$ cat config.mk
export PLATFORM = sky130hd
export DESIGN_NAME = irq_aggregator
export DESIGN_NICKNAME = d
export VERILOG_FILES = /design/src/rtl/irq_agg_pkg.sv /design/src/rtl/irq_pend_bank.sv /design/src/rtl/irq_route_bank.sv /design/src/rtl/irq_aggregator.sv
export SDC_FILE = /design/constraint.sdc
export NUM_CORES = 1
export LEC_CHECK = 0
export BUFFER_PORTS_ARGS = -buffer_cell sky130_fd_sc_hd__clkbuf_2
export CORE_MARGIN = 8
export CORE_UTILIZATION = 50
export DETAILED_ROUTE_END_ITERATION = 6
export PLACE_DENSITY = 0.72
export SYNTH_ARGS = -nofsm -noshare
export SYNTH_HDL_FRONTEND = slang
export SYNTH_SLANG_ARGS = --single-unit
$ cat constraint.sdc
create_clock -name clk -period 3.1 [get_ports clk]
set_input_delay 0.93 -clock clk [delete_from_list [all_inputs] [get_ports clk]]
set_output_delay 0.93 -clock clk [all_outputs]
set_load 0.02 [all_outputs]
$ cat src/rtl/irq_agg_pkg.sv
package irq_agg_pkg;
    localparam int NLINES  = 16;
    localparam int DATA_W  = 32;
    localparam int ADDR_W  = 5;
    localparam logic [NLINES-1:0] MODE_RST = 16'hFC04;

    typedef enum logic [2:0] {
        REG_PSET  = 3'd0,
        REG_PCLR  = 3'd1,
        REG_PSTAT = 3'd2,
        REG_MODE  = 3'd3,
        REG_ESET  = 3'd4,
        REG_ECLR  = 3'd5,
        REG_ESTAT = 3'd6,
        REG_ROUTE = 3'd7
    } reg_idx_e;

    typedef enum logic [1:0] {
        DST_VEC0  = 2'd0,
        DST_HOSTA = 2'd1,
        DST_VEC1  = 2'd2,
        DST_HOSTB = 2'd3
    } dest_e;
endpackage

$ cat src/rtl/irq_pend_bank.sv
module irq_pend_bank #(
    parameter int                N        = 16,
    parameter logic [N-1:0]      MODE_RST = '0
) (
    input  logic         clk,
    input  logic         rst_n,
    input  logic [N-1:0] line_in,
    input  logic [N-1:0] set_m,
    input  logic [N-1:0] clr_m,
    input  logic         mode_we,
    input  logic [N-1:0] mode_wdata,
    output logic [N-1:0] pend,
    output logic [N-1:0] mode
);
    typedef struct packed {
        logic [N-1:0] latch;
        logic [N-1:0] prev;
        logic [N-1:0] mode;
    } pend_st_t;

    pend_st_t st_d, st_q;
    logic [N-1:0] rise;

    always_comb begin
        st_d       = st_q;
        rise       = line_in & ~st_q.prev;
        st_d.prev  = line_in;
        st_d.latch = (st_q.latch & ~(clr_m & ~st_q.mode))
                   | (set_m & ~st_q.mode)
                   | rise;
        if (mode_we) st_d.mode = mode_wdata;
    end

    always_ff @(posedge clk or negedge rst_n) begin
        if (!rst_n) begin
            st_q.latch <= '0;
            st_q.prev  <= '0;
            st_q.mode  <= MODE_RST;
        end else begin
            st_q <= st_d;
        end
    end

    assign pend = (st_q.mode & line_in) | (~st_q.mode & st_q.latch);
    assign mode = st_q.mode;


    edge_sets_chk: assert property (@(posedge clk) disable iff (!rst_n)
        (|(line_in & ~st_q.prev & ~st_q.mode)) |=>
        ((pend & $past(line_in & ~st_q.prev & ~st_q.mode) & ~st_q.mode)
            == ($past(line_in & ~st_q.prev & ~st_q.mode) & ~st_q.mode)));


    clear_drops_chk: assert property (@(posedge clk) disable iff (!rst_n)
        (|(clr_m & ~st_q.mode & ~(line_in & ~st_q.prev))) |=>
        ((st_q.latch & $past(clr_m & ~st_q.mode & ~(line_in & ~st_q.prev))) == '0));


    level_low_chk: assert property (@(posedge clk) disable iff (!rst_n)
        ((pend & st_q.mode & ~line_in) == '0));
endmodule

$ cat src/rtl/irq_route_bank.sv
module irq_route_bank #(
    parameter int N = 16
) (
    input  logic           clk,
    input  logic           rst_n,
    input  logic [N-1:0]   pend,
    input  logic [N-1:0]   en_set,
    input  logic [N-1:0]   en_clr,
    input  logic           route_we,
    input  logic [2*N-1:0] route_wdata,
    output logic [N-1:0]   en,
    output logic [2*N-1:0] route,
    output logic [1:0]     vec_req,
    output logic [1:0]     host_irq
);
    import irq_agg_pkg::*;

    typedef struct packed {
        logic [N-1:0]   en;
        logic [2*N-1:0] route;
    } route_st_t;

    route_st_t    st_d, st_q;
    logic [N-1:0] live;
    logic [N-1:0] to_v0, to_v1, to_ha, to_hb;

    always_comb begin
        st_d    = st_q;
        st_d.en = (st_q.en | en_set) & ~en_clr;
        if (route_we) st_d.route = route_wdata;
    end

    always_ff @(posedge clk or negedge rst_n) begin
        if (!rst_n) st_q <= '0;
        else        st_q <= st_d;
    end

    assign live = pend & st_q.en;

    for (genvar i = 0; i < N; i++) begin : g_line
        dest_e sel;
        assign sel      = dest_e'({st_q.route[N+i], st_q.route[i]});
        assign to_v0[i] = live[i] && (sel == DST_VEC0);
        assign to_ha[i] = live[i] && (sel == DST_HOSTA);
        assign to_v1[i] = live[i] && (sel == DST_VEC1);
        assign to_hb[i] = live[i] && (sel == DST_HOSTB);
    end

    assign vec_req  = {|to_v1, |to_v0};
    assign host_irq = {|to_hb, |to_ha};
    assign en       = st_q.en;
    assign route    = st_q.route;


    no_spurious_out_chk: assert property (@(posedge clk) disable iff (!rst_n)
        ((pend & en) == '0) |-> (vec_req == 2'b00 && host_irq == 2'b00));


    single_dest_chk: assert property (@(posedge clk) disable iff (!rst_n)
        ($countones(pend & en) == 1) |-> $onehot({vec_req, host_irq}));


    enable_set_chk: assert property (@(posedge clk) disable iff (!rst_n)
        (|en_set) |=> ((en & $past(en_set)) == $past(en_set)));
endmodule

$ cat src/rtl/irq_aggregator.sv
module irq_aggregator
    import irq_agg_pkg::*;
(
    input  logic                 clk,
    input  logic                 rst_n,
    input  logic [NLINES-1:0]    irq_in,
    input  logic                 bus_wr,
    input  logic [ADDR_W-1:2]    bus_addr,
    input  logic [DATA_W-1:0]    bus_wdata,
    output logic [DATA_W-1:0]    bus_rdata,
    output logic [1:0]           vec_req,
    output logic [1:0]           host_irq
);
    localparam int RW = 2 * NLINES;

    reg_idx_e          idx;
    logic [NLINES-1:0] wmask, p_set, p_clr, e_set, e_clr;
    logic              mode_we, route_we;
    logic [NLINES-1:0] pend, mode, en;
    logic [RW-1:0]     route;

    assign idx      = reg_idx_e'(bus_addr);
    assign wmask    = bus_wdata[NLINES-1:0];
    assign p_set    = (bus_wr && idx == REG_PSET) ? wmask : '0;
    assign p_clr    = (bus_wr && idx == REG_PCLR) ? wmask : '0;
    assign e_set    = (bus_wr && idx == REG_ESET) ? wmask : '0;
    assign e_clr    = (bus_wr && idx == REG_ECLR) ? wmask : '0;
    assign mode_we  = bus_wr && idx == REG_MODE;
    assign route_we = bus_wr && idx == REG_ROUTE;

    irq_pend_bank #(.N(NLINES), .MODE_RST(MODE_RST)) u_pend (
        .clk        (clk),
        .rst_n      (rst_n),
        .line_in    (irq_in),
        .set_m      (p_set),
        .clr_m      (p_clr),
        .mode_we    (mode_we),
        .mode_wdata (wmask),
        .pend       (pend),
        .mode       (mode)
    );

    irq_route_bank #(.N(NLINES)) u_route (
        .clk         (clk),
        .rst_n       (rst_n),
        .pend        (pend),
        .en_set      (e_set),
        .en_clr      (e_clr),
        .route_we    (route_we),
        .route_wdata (bus_wdata[RW-1:0]),
        .en          (en),
        .route       (route),
        .vec_req     (vec_req),
        .host_irq    (host_irq)
    );

    always_comb begin
        bus_rdata = '0;
        unique case (idx)
            REG_PSTAT: bus_rdata[NLINES-1:0] = pend;
            REG_MODE:  bus_rdata[NLINES-1:0] = mode;
            REG_ESTAT: bus_rdata[NLINES-1:0] = en;
            REG_ROUTE: bus_rdata[RW-1:0]     = route;
            default:   bus_rdata = '0;
        endcase
    end


    write_only_zero_chk: assert property (@(posedge clk) disable iff (!rst_n)
        (idx == REG_PSET || idx == REG_PCLR || idx == REG_ESET || idx == REG_ECLR)
        |-> (bus_rdata == '0));
endmodule

After elaboration in Yosys (flattened, before gate mapping)

Index checks and enable logic that the tools add are counted.

Flip-flop bits (word level): 96
Input port bits: 54

Equal/unequal tests: 55
Muxes and demuxes: 6
Bitwise operators: 16
Reduce and logical (&&, ||, !) cells: 91

Operator list:

| operator                                      | count |
|---|---|
| bitwise AND 16 bit                            | 8 |
| two-way mux 16 bit                            | 5 |
| logical AND 1 bit                             | 70 |
| == test 2 bit, second input constant          | 32 |
| inverter 16 bit                               | 4 |
| OR 16 bit                                     | 4 |
| case mux 16 bit (4 select lines)              | 1 |
| OR reduction 16 bit                           | 4 |
| == test 2 x 1 -> 1 bit, second input constant | 16 |
| logical NOT 2 bit                             | 16 |
| == test 3 bit, second input constant          | 4 |
| == test 3 x 2 -> 1 bit, second input constant | 2 |
| == test 3 x 1 -> 1 bit, second input constant | 1 |
| logical NOT 3 bit                             | 1 |

Logic depth before layout (Yosys ltp)

Gate-level depths: netlist of the first run.

Depth after elaboration: 8
Depth in mapped cells: 6
Mapped depth without buffers: 5

Cells and area by module

Synthesis of the first run repeated with hierarchy kept, for this count alone.

Cell total of the unflattened synthesis: 536
Area, all modules: 5597.9 um2

By module, submodules not included:

| module         | instances | cells an instance | area an instance (um2) | sequential area each (um2) |
|---|---|---|---|---|
| irq_route_bank | 1         | 224               | 2316.0                 | 1201.2 |
| irq_pend_bank  | 1         | 162               | 2179.6                 | 1209.9 |
| irq_aggregator | 1         | 150               | 1102.3                 | 0.0 |

Worst setup path before layout of the first run

Ideal clock, no wire load.

Kind: in2out
Start point: in irq_in[14]
End point: out vec_req[1]
Arrival time: 2.042 ns
Required time: 2.170 ns
Setup slack: 0.128 ns
Stages: 5
Buffers on the path: 0
Path through: and2_1 -> o21ai_0 -> o21ai_0 -> a2111oi_2 -> nand4_1

Longest elaborated chain between the ends: 5

Ends and longest elaborated chain:

| element             | RTL line             | text |
|---|---|---|
| from (decl)         | irq_aggregator.sv:6  | `input logic [NLINES-1:0] irq_in,` |
| bitwise AND 16 bit  | irq_pend_bank.sv:44  | `assign pend = (st_q.mode & line_in) \| (~st_q.mode & st_q.latch);` |
| OR 16 bit           | irq_pend_bank.sv:44  |  |
| bitwise AND 16 bit  | irq_route_bank.sv:38 | `assign live = pend & st_q.en;` |
| logical AND 1 bit   | irq_route_bank.sv:45 | `assign to_v1[i] = live[i] && (sel == DST_VEC1);` |
| OR reduction 16 bit | irq_route_bank.sv:49 | `assign vec_req = {\|to_v1, \|to_v0};` |
| to (decl)           | irq_aggregator.sv:11 | `output logic [1:0] vec_req,` |

Every way passes these cells.

Worst setup path in the final report of the first run

Start point: in irq_in[14]
End point: out host_irq[0]

Longest elaborated chain between the ends: 5

Ends and longest elaborated chain:

| element             | RTL line             | text |
|---|---|---|
| bitwise AND 16 bit  | irq_pend_bank.sv:44  |  |
| OR 16 bit           | irq_pend_bank.sv:44  |  |
| bitwise AND 16 bit  | irq_route_bank.sv:38 |  |
| logical AND 1 bit   | irq_route_bank.sv:44 | `assign to_ha[i] = live[i] && (sel == DST_HOSTA);` |
| OR reduction 16 bit | irq_route_bank.sv:50 | `assign host_irq = {\|to_hb, \|to_ha};` |
| to (decl)           | irq_aggregator.sv:12 | `output logic [1:0] host_irq` |

Every way passes these cells.

==> results of run 1 <==
kinds of logic (layout without fill, tap and decap cells):
logic type,count (synthesis),after routing,synth area share
DFF,96,96,0.459
and+or+nand+nor,165,165,0.182
buffers and inverters,41,172,0.0331
muxes,72,72,0.188
AOI/OAI and AO/OA,111,111,0.138
synthesized netlist by cell type, types with 5 or more instances:
master / n
nor3_1: 9
mux4_2: 16
dfstp_2: 7
a21oi_1: 33
inv_1: 24
buf_2: 10
o21ai_1: 5
o21ai_0: 22
nand2b_1: 24
o21a_1: 16
mux2_1: 11
dfrtp_1: 89
nor4_1: 6
o221ai_1: 16
and2_1: 23
nand4b_1: 10
nand3_1: 7
o22ai_1: 5
nor2b_1: 23
nor2_1: 20
mux2_2: 44
nand2_1: 27
through the flow:
stage / utilization / hold WS, ns / TNS, ns
final: 0.652 / 0.476 / -0.0811
after global routing: 0.652 / 0.501 / -0.267
after CTS: 0.644 / 0.485 / -0.118
after detailed placement: 0.597 / 0.466 / -0.760
after global placement: 0.597 / 0.460 / -0.652
after floorplan: - / 0.454 / 0
timing repair:
item | CTS | global route
buffers inserted | 6 | 2
gates resized for setup | 60 | 19
pin swaps | 23 | 9
setup endpoints to repair | 4 | 6
sequential cells by signal, summed over array words and instances, names as in the netlist:
name           cells
u_pend.mode       16
u_pend.st_q       32
u_route.en        16
u_route.route     32
worst max-delay path by stage:
stage          startpoint          end  slack (ns)  cells after the start
6_report       irq_in[14]  host_irq[0]       -0.06                      8
3_5_place_dp   irq_in[14]   vec_req[1]       -0.20                      7
5_1_grt        irq_in[14]  host_irq[0]       -0.12                      8
4_1_cts         irq_in[1]   vec_req[1]       -0.06                      8
2_1_floorplan  irq_in[14]   vec_req[1]        0.13                      5
3_3_place_gp    irq_in[1]   vec_req[0]       -0.22                      9
where the power goes:
group | internal (mW) | leakage, nW | switching [mW]
Combinational | 0.722 | 1.71 | 0.635
Clock | 0.387 | 0.0989 | 0.431
Sequential | 1.47 | 1.09 | 0.308
Total | 2.58 | 2.90 | 1.37
worst max-delay path, delay by kind of cell:
kind            cells  cell delay (ns)
buf+inv             3             0.41
simple gates        2             0.41
compound gates      3             0.46
layout make-up:
type                       count  area [sq um]  area share
multi-input combinational    348          2920       0.435
clock inverter                 4          45.0     0.00672
tap                          136           170      0.0254
timing repair buffer         133           930       0.139
sequential                    96          2410       0.360
inverter                      24          90.1      0.0134
clock buffer                  11           141      0.0211
routing by layer:
layer | vias to the layer above | share of wire | track usage
met5 | - | 0 | 0
met4 | 0 | 0.022 | 0.0885
met3 | 24 | 0.054 | 0.0419
met2 | 137 | 0.48 | 0.352
met1 | 2140 | 0.44 | 0.267
li1 | 2037 | - | -
==> results.toml, run 1 <==
[finish]
nFillCells = 830
mostFrequentLayoutCells = "89 x dfrtp_1, 80 x clkbuf_2, 38 x mux2_2"
stdcell_count = 752
final_nets = 666
area_delta_synth_final_pct = 27.6
final_common_cell = "dfrtp_1"
diodes = 0
drive_gt1_frac = 0.417
fin_area_sq_um = 6700

[setup_path]
cp_max_fo = 3
startpoint_type = "input port"
cp.required_ns = 2.17
rr_startpoint = "u_pend.mode[15]$_DFFE_PN1P_"
reg2reg_to = "u_pend.st_q[47]$_DFF_PN0_"
worstPathCellList = "clkbuf_2 -> and2_4 -> o21ai_4 -> buf_6 -> o2111ai_2 -> nor4_2 -> o211ai_1 -> buf_4"
arrival_ns = 2.23
critPathKind = "input port to output pin"
reg2reg_depth = 4
worstSetupEndpointType = "output pin"
regToRegSetupSlack_ns = 1.93
slowest_stage = "nor4_2"
slowest_delay_ns = 0.27

[routing]
num_vias = 4338
ant_nets = 0
viasPerCell = 5.77
routed_wl_microns = 14700
route.detailed.wl_per_inst_microns = 19.5
drc = 0
drt_pass1_iterations = 4
drtIter0Drc = 254

[logic_synthesis]
ys_types = 44
seq_area_frac_synth = 0.459
synth-async-reset-ratio = 1.00
synthTopCellsByArea = "dfrtp_1 42%, mux2_2 9.4%, mux4_2 6.9%"
syn-mean-instance-area_sq_um = 10.8
ys_ff_latch = 96
synth_ff_type = "dfrtp_1"
synth_top_cell_area_share = 0.424
synth_top_area_cell = "dfrtp_1"
yosysWarnings = 0
synth-edff-count = 0
syn_area_sq_um = 5250
synthCells = 485
syn_nets = 539

[die]
core_sq_um = 10300
die_w_microns = 118
dieArea_sq_um = 14000
start_util = 0.511
die_h_microns = 118
num_rows = 37
pin_count = 90

[timing]
tightestPinTransition_ns = 0.564
fin_crit_sh = 1.02
fin_skew_ns = 0.00647
rsz0062_at_grt = "true"
hold_viol = 0
worst_slack_ns = -0.0561
max_clock_freq_mhz = 317
setup_viol = 3
relSlewSlack = 0.624
drv_slew = 0
finalCriticalPeriod_ns = 3.16

[global_route]
antenna_found_initial = 0
grt_usage = 0.212
grt_overflow_total = 0
grt_pass1_vias = 4698
grt_pass1_wl_microns = 24000
grt_max_degree = 54

[place]
dp_hpwl_microns = 10900
post-place-ws_ns = -0.203
gp_congestion = 0.945
placed_area_sq_um = 6140
placed_cells = 730
io_buffers = 89

[power_and_ir_drop]
p_per_area_nw_per_um2 = 590
peakVddDrop_mv = 0.287
p_leak_nw = 2.90
p_total_mw = 3.96

[clock_tree]
clkSlewWorstSetupHoldPaths_ns = 0.08
cts.hold.buffers_added = 0
cts_root_buffer = "clkbuf_8"
cts_sinks = 96
cts_max_level = 3
cts_tree = "yes"
clk_latency_ns = 0.37
clock_tree.buffer_depth = 2
cts_inserted_buffers = 9

[hold_path]
holdPathEnd = "u_pend.st_q[44]$_DFF_PN0_"
hold_class = "flop to flop"
hold_path.startpoint = "u_pend.st_q[28]$_DFF_PN0_"
hold_path_depth = 1

[outcome]
outcome = "complete, but fails checks"
violations = "negative setup slack"

[job]
drv_cap = 0
No activity file was read; power rests on OpenSTA's default activity.
==> inputs of run 2 (changes only) <==
--- a/config.mk
+++ b/config.mk
@@ -5,11 +5,12 @@
 export SDC_FILE = /design/constraint.sdc
 export NUM_CORES = 1
 export LEC_CHECK = 0
-export BUFFER_PORTS_ARGS = -buffer_cell sky130_fd_sc_hd__clkbuf_2
+export BUFFER_PORTS_ARGS = -buffer_cell sky130_fd_sc_hd__buf_2
+export CORE_ASPECT_RATIO = 1.2
 export CORE_MARGIN = 8
 export CORE_UTILIZATION = 50
 export DETAILED_ROUTE_END_ITERATION = 6
-export PLACE_DENSITY = 0.72
+export PLACE_DENSITY_LB_ADDON = 0.2
 export SYNTH_ARGS = -nofsm -noshare
 export SYNTH_HDL_FRONTEND = slang
 export SYNTH_SLANG_ARGS = --single-unit
==> results.toml, run 2 (same netlist as run 1, synthesis figures left out) <==
[outcome]
outcome = "complete, but fails checks"
violations = "negative setup slack"

[timing]
setup_tns_ns = -0.287
relSlewSlack = 0.583
hold_viol = 0
whs_ns = 0.473
setup_viol = 4
fin_skew_ns = 0.00448
finalCriticalPeriod_ns = 3.19
rsz0062_at_grt = "true"
tightestPinTransition_ns = 0.625
worst_slack_ns = -0.0908
fin_crit_sh = 1.03
max_clock_freq_mhz = 313
drv_slew = 0

[global_route]
grt_pass1_wl_microns = 23600
grt_pass1_vias = 4617
grt_usage = 0.216
grt_overflow_total = 0
grt_max_degree = 51
antenna_found_initial = 0

[hold_path]
hold_class = "flop to flop"
hold_path.startpoint = "u_pend.st_q[17]$_DFF_PN0_"
hold_path_depth = 1
holdPathEnd = "u_pend.st_q[33]$_DFF_PN0_"

[clock_tree]
clk_latency_ns = 0.34
clkSlewWorstSetupHoldPaths_ns = 0.06
clock_tree.buffer_depth = 2
cts_max_level = 3
cts_sinks = 96
cts_root_buffer = "clkbuf_16"
cts.hold.buffers_added = 0
cts_inserted_buffers = 9
cts_tree = "yes"

[setup_path]
reg2reg_to = "u_pend.st_q[40]$_DFF_PN0_"
rr_startpoint = "u_pend.mode[8]$_DFFE_PN0P_"
worstSetupEndpointType = "output pin"
reg2reg_depth = 3
startpoint_type = "input port"
regToRegSetupSlack_ns = 2.02
cp_max_fo = 2
critPathKind = "input port to output pin"
cp.required_ns = 2.17
arrival_ns = 2.26

[finish]
diodes = 0
final_nets = 660
mostFrequentLayoutCells = "89 x dfrtp_1, 80 x buf_2, 41 x mux2_2"
stdcell_count = 739
final_common_cell = "dfrtp_1"
nFillCells = 838
drive_gt1_frac = 0.397
area_delta_synth_final_pct = 27.0

[power_and_ir_drop]
p_total_mw = 4.13
p_leak_nw = 2.87
peakVddDrop_mv = 0.303
p_per_area_nw_per_um2 = 620

[place]
placed_cells = 720
io_buffers = 89
gp_congestion = 0.958
dp_hpwl_microns = 10700

[job]
drv_cap = 0

[routing]
num_vias = 4378
ant_nets = 0
viasPerCell = 5.92
routed_wl_microns = 14600
route.detailed.wl_per_inst_microns = 19.8
met3_length_microns = 659
top_layer = "met4"
met1_length_microns = 5850
met2_length_microns = 7800
drc = 0
drt_pass1_iterations = 5
drtIter0Drc = 215

[die]
dieArea_sq_um = 14100
core_sq_um = 10400
die_h_microns = 128
pin_count = 90
start_util = 0.507
num_rows = 41
die_w_microns = 110
==> run 2: power by group <==
part / total, mW / switching (mW) / internal, mW / leakage [nW]
logic: 1.32 / 0.627 / 0.692 / 1.65
clock network: 1.04 / 0.458 / 0.581 / 0.134
registers: 1.78 / 0.299 / 1.48 / 1.09
total: 4.13 / 1.38 / 2.75 / 2.87
==> run 2: layout make-up <==
| class | count | area, sq um | area share |
|---|---|---|---|
| multi-input cells | 348 | 2870 | 0.430 |
| flip-flops and latches | 96 | 2410 | 0.362 |
| repair buffers | 127 | 861 | 0.129 |
| clock buffers | 12 | 256 | 0.0385 |
| well taps | 129 | 161 | 0.0242 |
| inverters | 24 | 90.1 | 0.0135 |
| clock inverters | 3 | 17.5 | 0.00263 |
==> run 2: worst max-delay path, stage by stage <==
cell       delay, ns
buf_6           0.09
and2_4          0.15
o21ai_4         0.17
buf_6           0.13
nor3_4          0.04
a2111oi_4       0.33
nand4_1         0.20
buf_4           0.21
==> run 2: timing repair <==
action	in CTS	in global routing
resized for setup	54	9
setup buffers	4	0
pin swaps	16	7
setup endpoints to repair	4	4
==> run 2: worst max-delay path by stage <==
| stage | startpoint | to | slack, ns | depth (start not counted) |
|---|---|---|---|---|
| 5_1_grt | irq_in[4] | vec_req[1] | -0.11 | 8 |
| 3_5_place_dp | irq_in[1] | host_irq[1] | -0.22 | 8 |
| 4_1_cts | irq_in[4] | vec_req[0] | -0.05 | 9 |
| 3_3_place_gp | irq_in[1] | host_irq[1] | -0.23 | 8 |
| 2_1_floorplan | irq_in[14] | vec_req[1] | 0.13 | 5 |
| 6_report | irq_in[4] | vec_req[1] | -0.09 | 8 |
==> run 2: layer usage <==
layer  vias up  track usage
met5         -            0
met4         0       0.0748
met2       109        0.378
li1       2031            -
met1      2212        0.253
met3        26       0.0463
==> run 2: through the flow <==
| step | area (sq um) | utilization | setup slack [ns] |
|---|---|---|---|
| floorplan | 5250 | - | 0.128 |
| global placement | 6090 | 0.588 | -0.229 |
| detailed placement | 6090 | 0.588 | -0.219 |
| CTS | 6630 | 0.640 | -0.0480 |
| global route | 6670 | 0.643 | -0.110 |
| finish | 6670 | 0.643 | -0.0908 |
==> inputs of run 3 (changes only) <==
--- a/config.mk
+++ b/config.mk
@@ -11,6 +11,7 @@
 export CORE_UTILIZATION = 50
 export DETAILED_ROUTE_END_ITERATION = 6
 export PLACE_DENSITY_LB_ADDON = 0.2
+export SETUP_SLACK_MARGIN = 0.15
 export SYNTH_ARGS = -nofsm -noshare
 export SYNTH_HDL_FRONTEND = slang
 export SYNTH_SLANG_ARGS = --single-unit
==> results.toml, run 3 (same netlist as run 1, synthesis figures left out) <==
[place]
gp_congestion = 0.943
io_buffers = 89
post-place-ws_ns = -0.170
dp_hpwl_microns = 10800
placed_cells = 720

[setup_path]
path_common_cell = "buf_6"
cp_top_family = "compound AO/OA/AOI/OAI gates"
startpoint_type = "input port"
arrival_ns = 2.21
critPathKind = "input port to output pin"
cp_max_fo = 4
cp_num_buf_inv = 3
worstPathCellList = "buf_6 -> and2_4 -> o21ai_2 -> buf_6 -> nor3b_2 -> a2111oi_2 -> nand4_1 -> buf_4"
worstSetupEndpointType = "output pin"
slowest_stage = "a2111oi_2"
slowest_delay_ns = 0.32
cp.required_ns = 2.17

[routing]
route.detailed.wl_per_inst_microns = 20.0
drt_pass1_iterations = 5
drtIter0Drc = 209
routed_wl_microns = 14800
viasPerCell = 5.85
drc = 0
num_vias = 4335
ant_nets = 0

[die]
num_rows = 41
start_util = 0.507
core_sq_um = 10400
die_w_microns = 110
die_h_microns = 128
pin_count = 90
dieArea_sq_um = 14100

[finish]
final_nets = 661
stdcell_count = 741
diodes = 0
drive_gt1_frac = 0.420
area_delta_synth_final_pct = 32.9
final_common_cell = "dfrtp_1"
mostFrequentLayoutCells = "89 x dfrtp_1, 63 x buf_2, 37 x mux2_2"

[global_route]
grt_pass1_vias = 4506
grt_pass1_wl_microns = 23900
grt_overflow_total = 0
grt_max_degree = 50
antenna_found_initial = 0
grt_usage = 0.220

[timing]
fin_skew_ns = 0.00979
fin_crit_sh = 1.01
hold_viol = 0
max_clock_freq_mhz = 318
whs_ns = 0.474
rsz0062_at_grt = "true"
relSlewSlack = 0.573
drv_slew = 0
finalCriticalPeriod_ns = 3.14
tightestPinTransition_ns = 0.640
worst_slack_ns = -0.0415
setup_viol = 2

[clock_tree]
cts.hold.buffers_added = 0
clkSlewWorstSetupHoldPaths_ns = 0.07
clk_latency_ns = 0.34
cts_tree = "yes"
clock_tree.buffer_depth = 2
cts_max_level = 3
cts_root_buffer = "clkbuf_16"
cts_inserted_buffers = 9
cts_sinks = 96

[hold_path]
hold_class = "flop to flop"

[job]
drv_cap = 0

[outcome]
outcome = "complete, but fails checks"
violations = "negative setup slack"

[power_and_ir_drop]
peakVddDrop_mv = 0.379
p_leak_nw = 2.99
p_per_area_nw_per_um2 = 631
-- run 3: cell types whose count changed in the layout (fill, tap and decap cells not counted), sizes merged --
cell	before	now
bufinv	0	2
buf	127	128
clkbuf	12	11
-- run 3: layer usage --
metal  vias to the layer above  routed length (microns)  GRT usage  share of wire
li1                       2038                        -          -              -
met4                         0                      301     0.0740          0.020
met5                         -                        0          0              0
met1                      2159                     6010      0.262           0.40
met3                        22                      765     0.0483          0.052
met2                       116                     7770      0.380           0.52
-- run 3: cell type report --
cell class / count / area, sq um
clock inverter: 5 / 81.3
multi-input combinational: 348 / 2990
clock buffer: 11 / 243
timing repair buffer: 128 / 1000
fill: 789 / 3380
sequential: 96 / 2410
tap: 129 / 161
inverter: 24 / 90.1
-- run 3: metrics by stage --
stage | util | power, mW | TNS (ns) | instance area, sq um
2_1_floorplan | - | 2.44 | 0 | 5250
3_3_place_gp | 0.588 | 2.86 | -0.557 | 6090
3_5_place_dp | 0.588 | 2.89 | -0.505 | 6090
4_1_cts | 0.659 | 4.33 | -0.0534 | 6830
5_1_grt | 0.674 | 4.62 | -0.249 | 6980
6_report | 0.674 | 4.40 | -0.0738 | 6980
-- run 3: worst reg2reg max path: stages (launching register included) --
cell and delay [ns]:
dfrtp_1 0.44, nand2b_1 0.19, o21ai_0 0.15, o221ai_1 0.17
-- run 3: final timing paths --
check	from	end	slack, ns	cells past startpoint
setup / recovery	irq_in[13]	vec_req[1]	-0.04	8
hold / removal	u_pend.st_q[29]$_DFF_PN0_	u_pend.st_q[45]$_DFF_PN0_	0.47	1
setup reg to reg	u_pend.mode[8]$_DFFE_PN0P_	u_pend.st_q[40]$_DFF_PN0_	1.99	3
hold reg to reg	u_pend.st_q[29]$_DFF_PN0_	u_pend.st_q[45]$_DFF_PN0_	0.47	1
max in group asynchronous	rst_n	u_pend.mode[2]$_DFFE_PN1P_	1.75	2
min in group asynchronous	rst_n	u_pend.st_q[25]$_DFF_PN0_	0.60	1
-- run 3: power breakdown --
part | switching [mW] | internal, mW
clock | 0.473 | 0.730
combinational | 0.653 | 0.759
sequential | 0.314 | 1.48
-- run 3: timing repair --
item	CTS	global route
resized for setup	85	32
buffers inserted	2	2
endpoints found under the setup margin	20	15
gates cloned	1	0
pin swaps	31	12
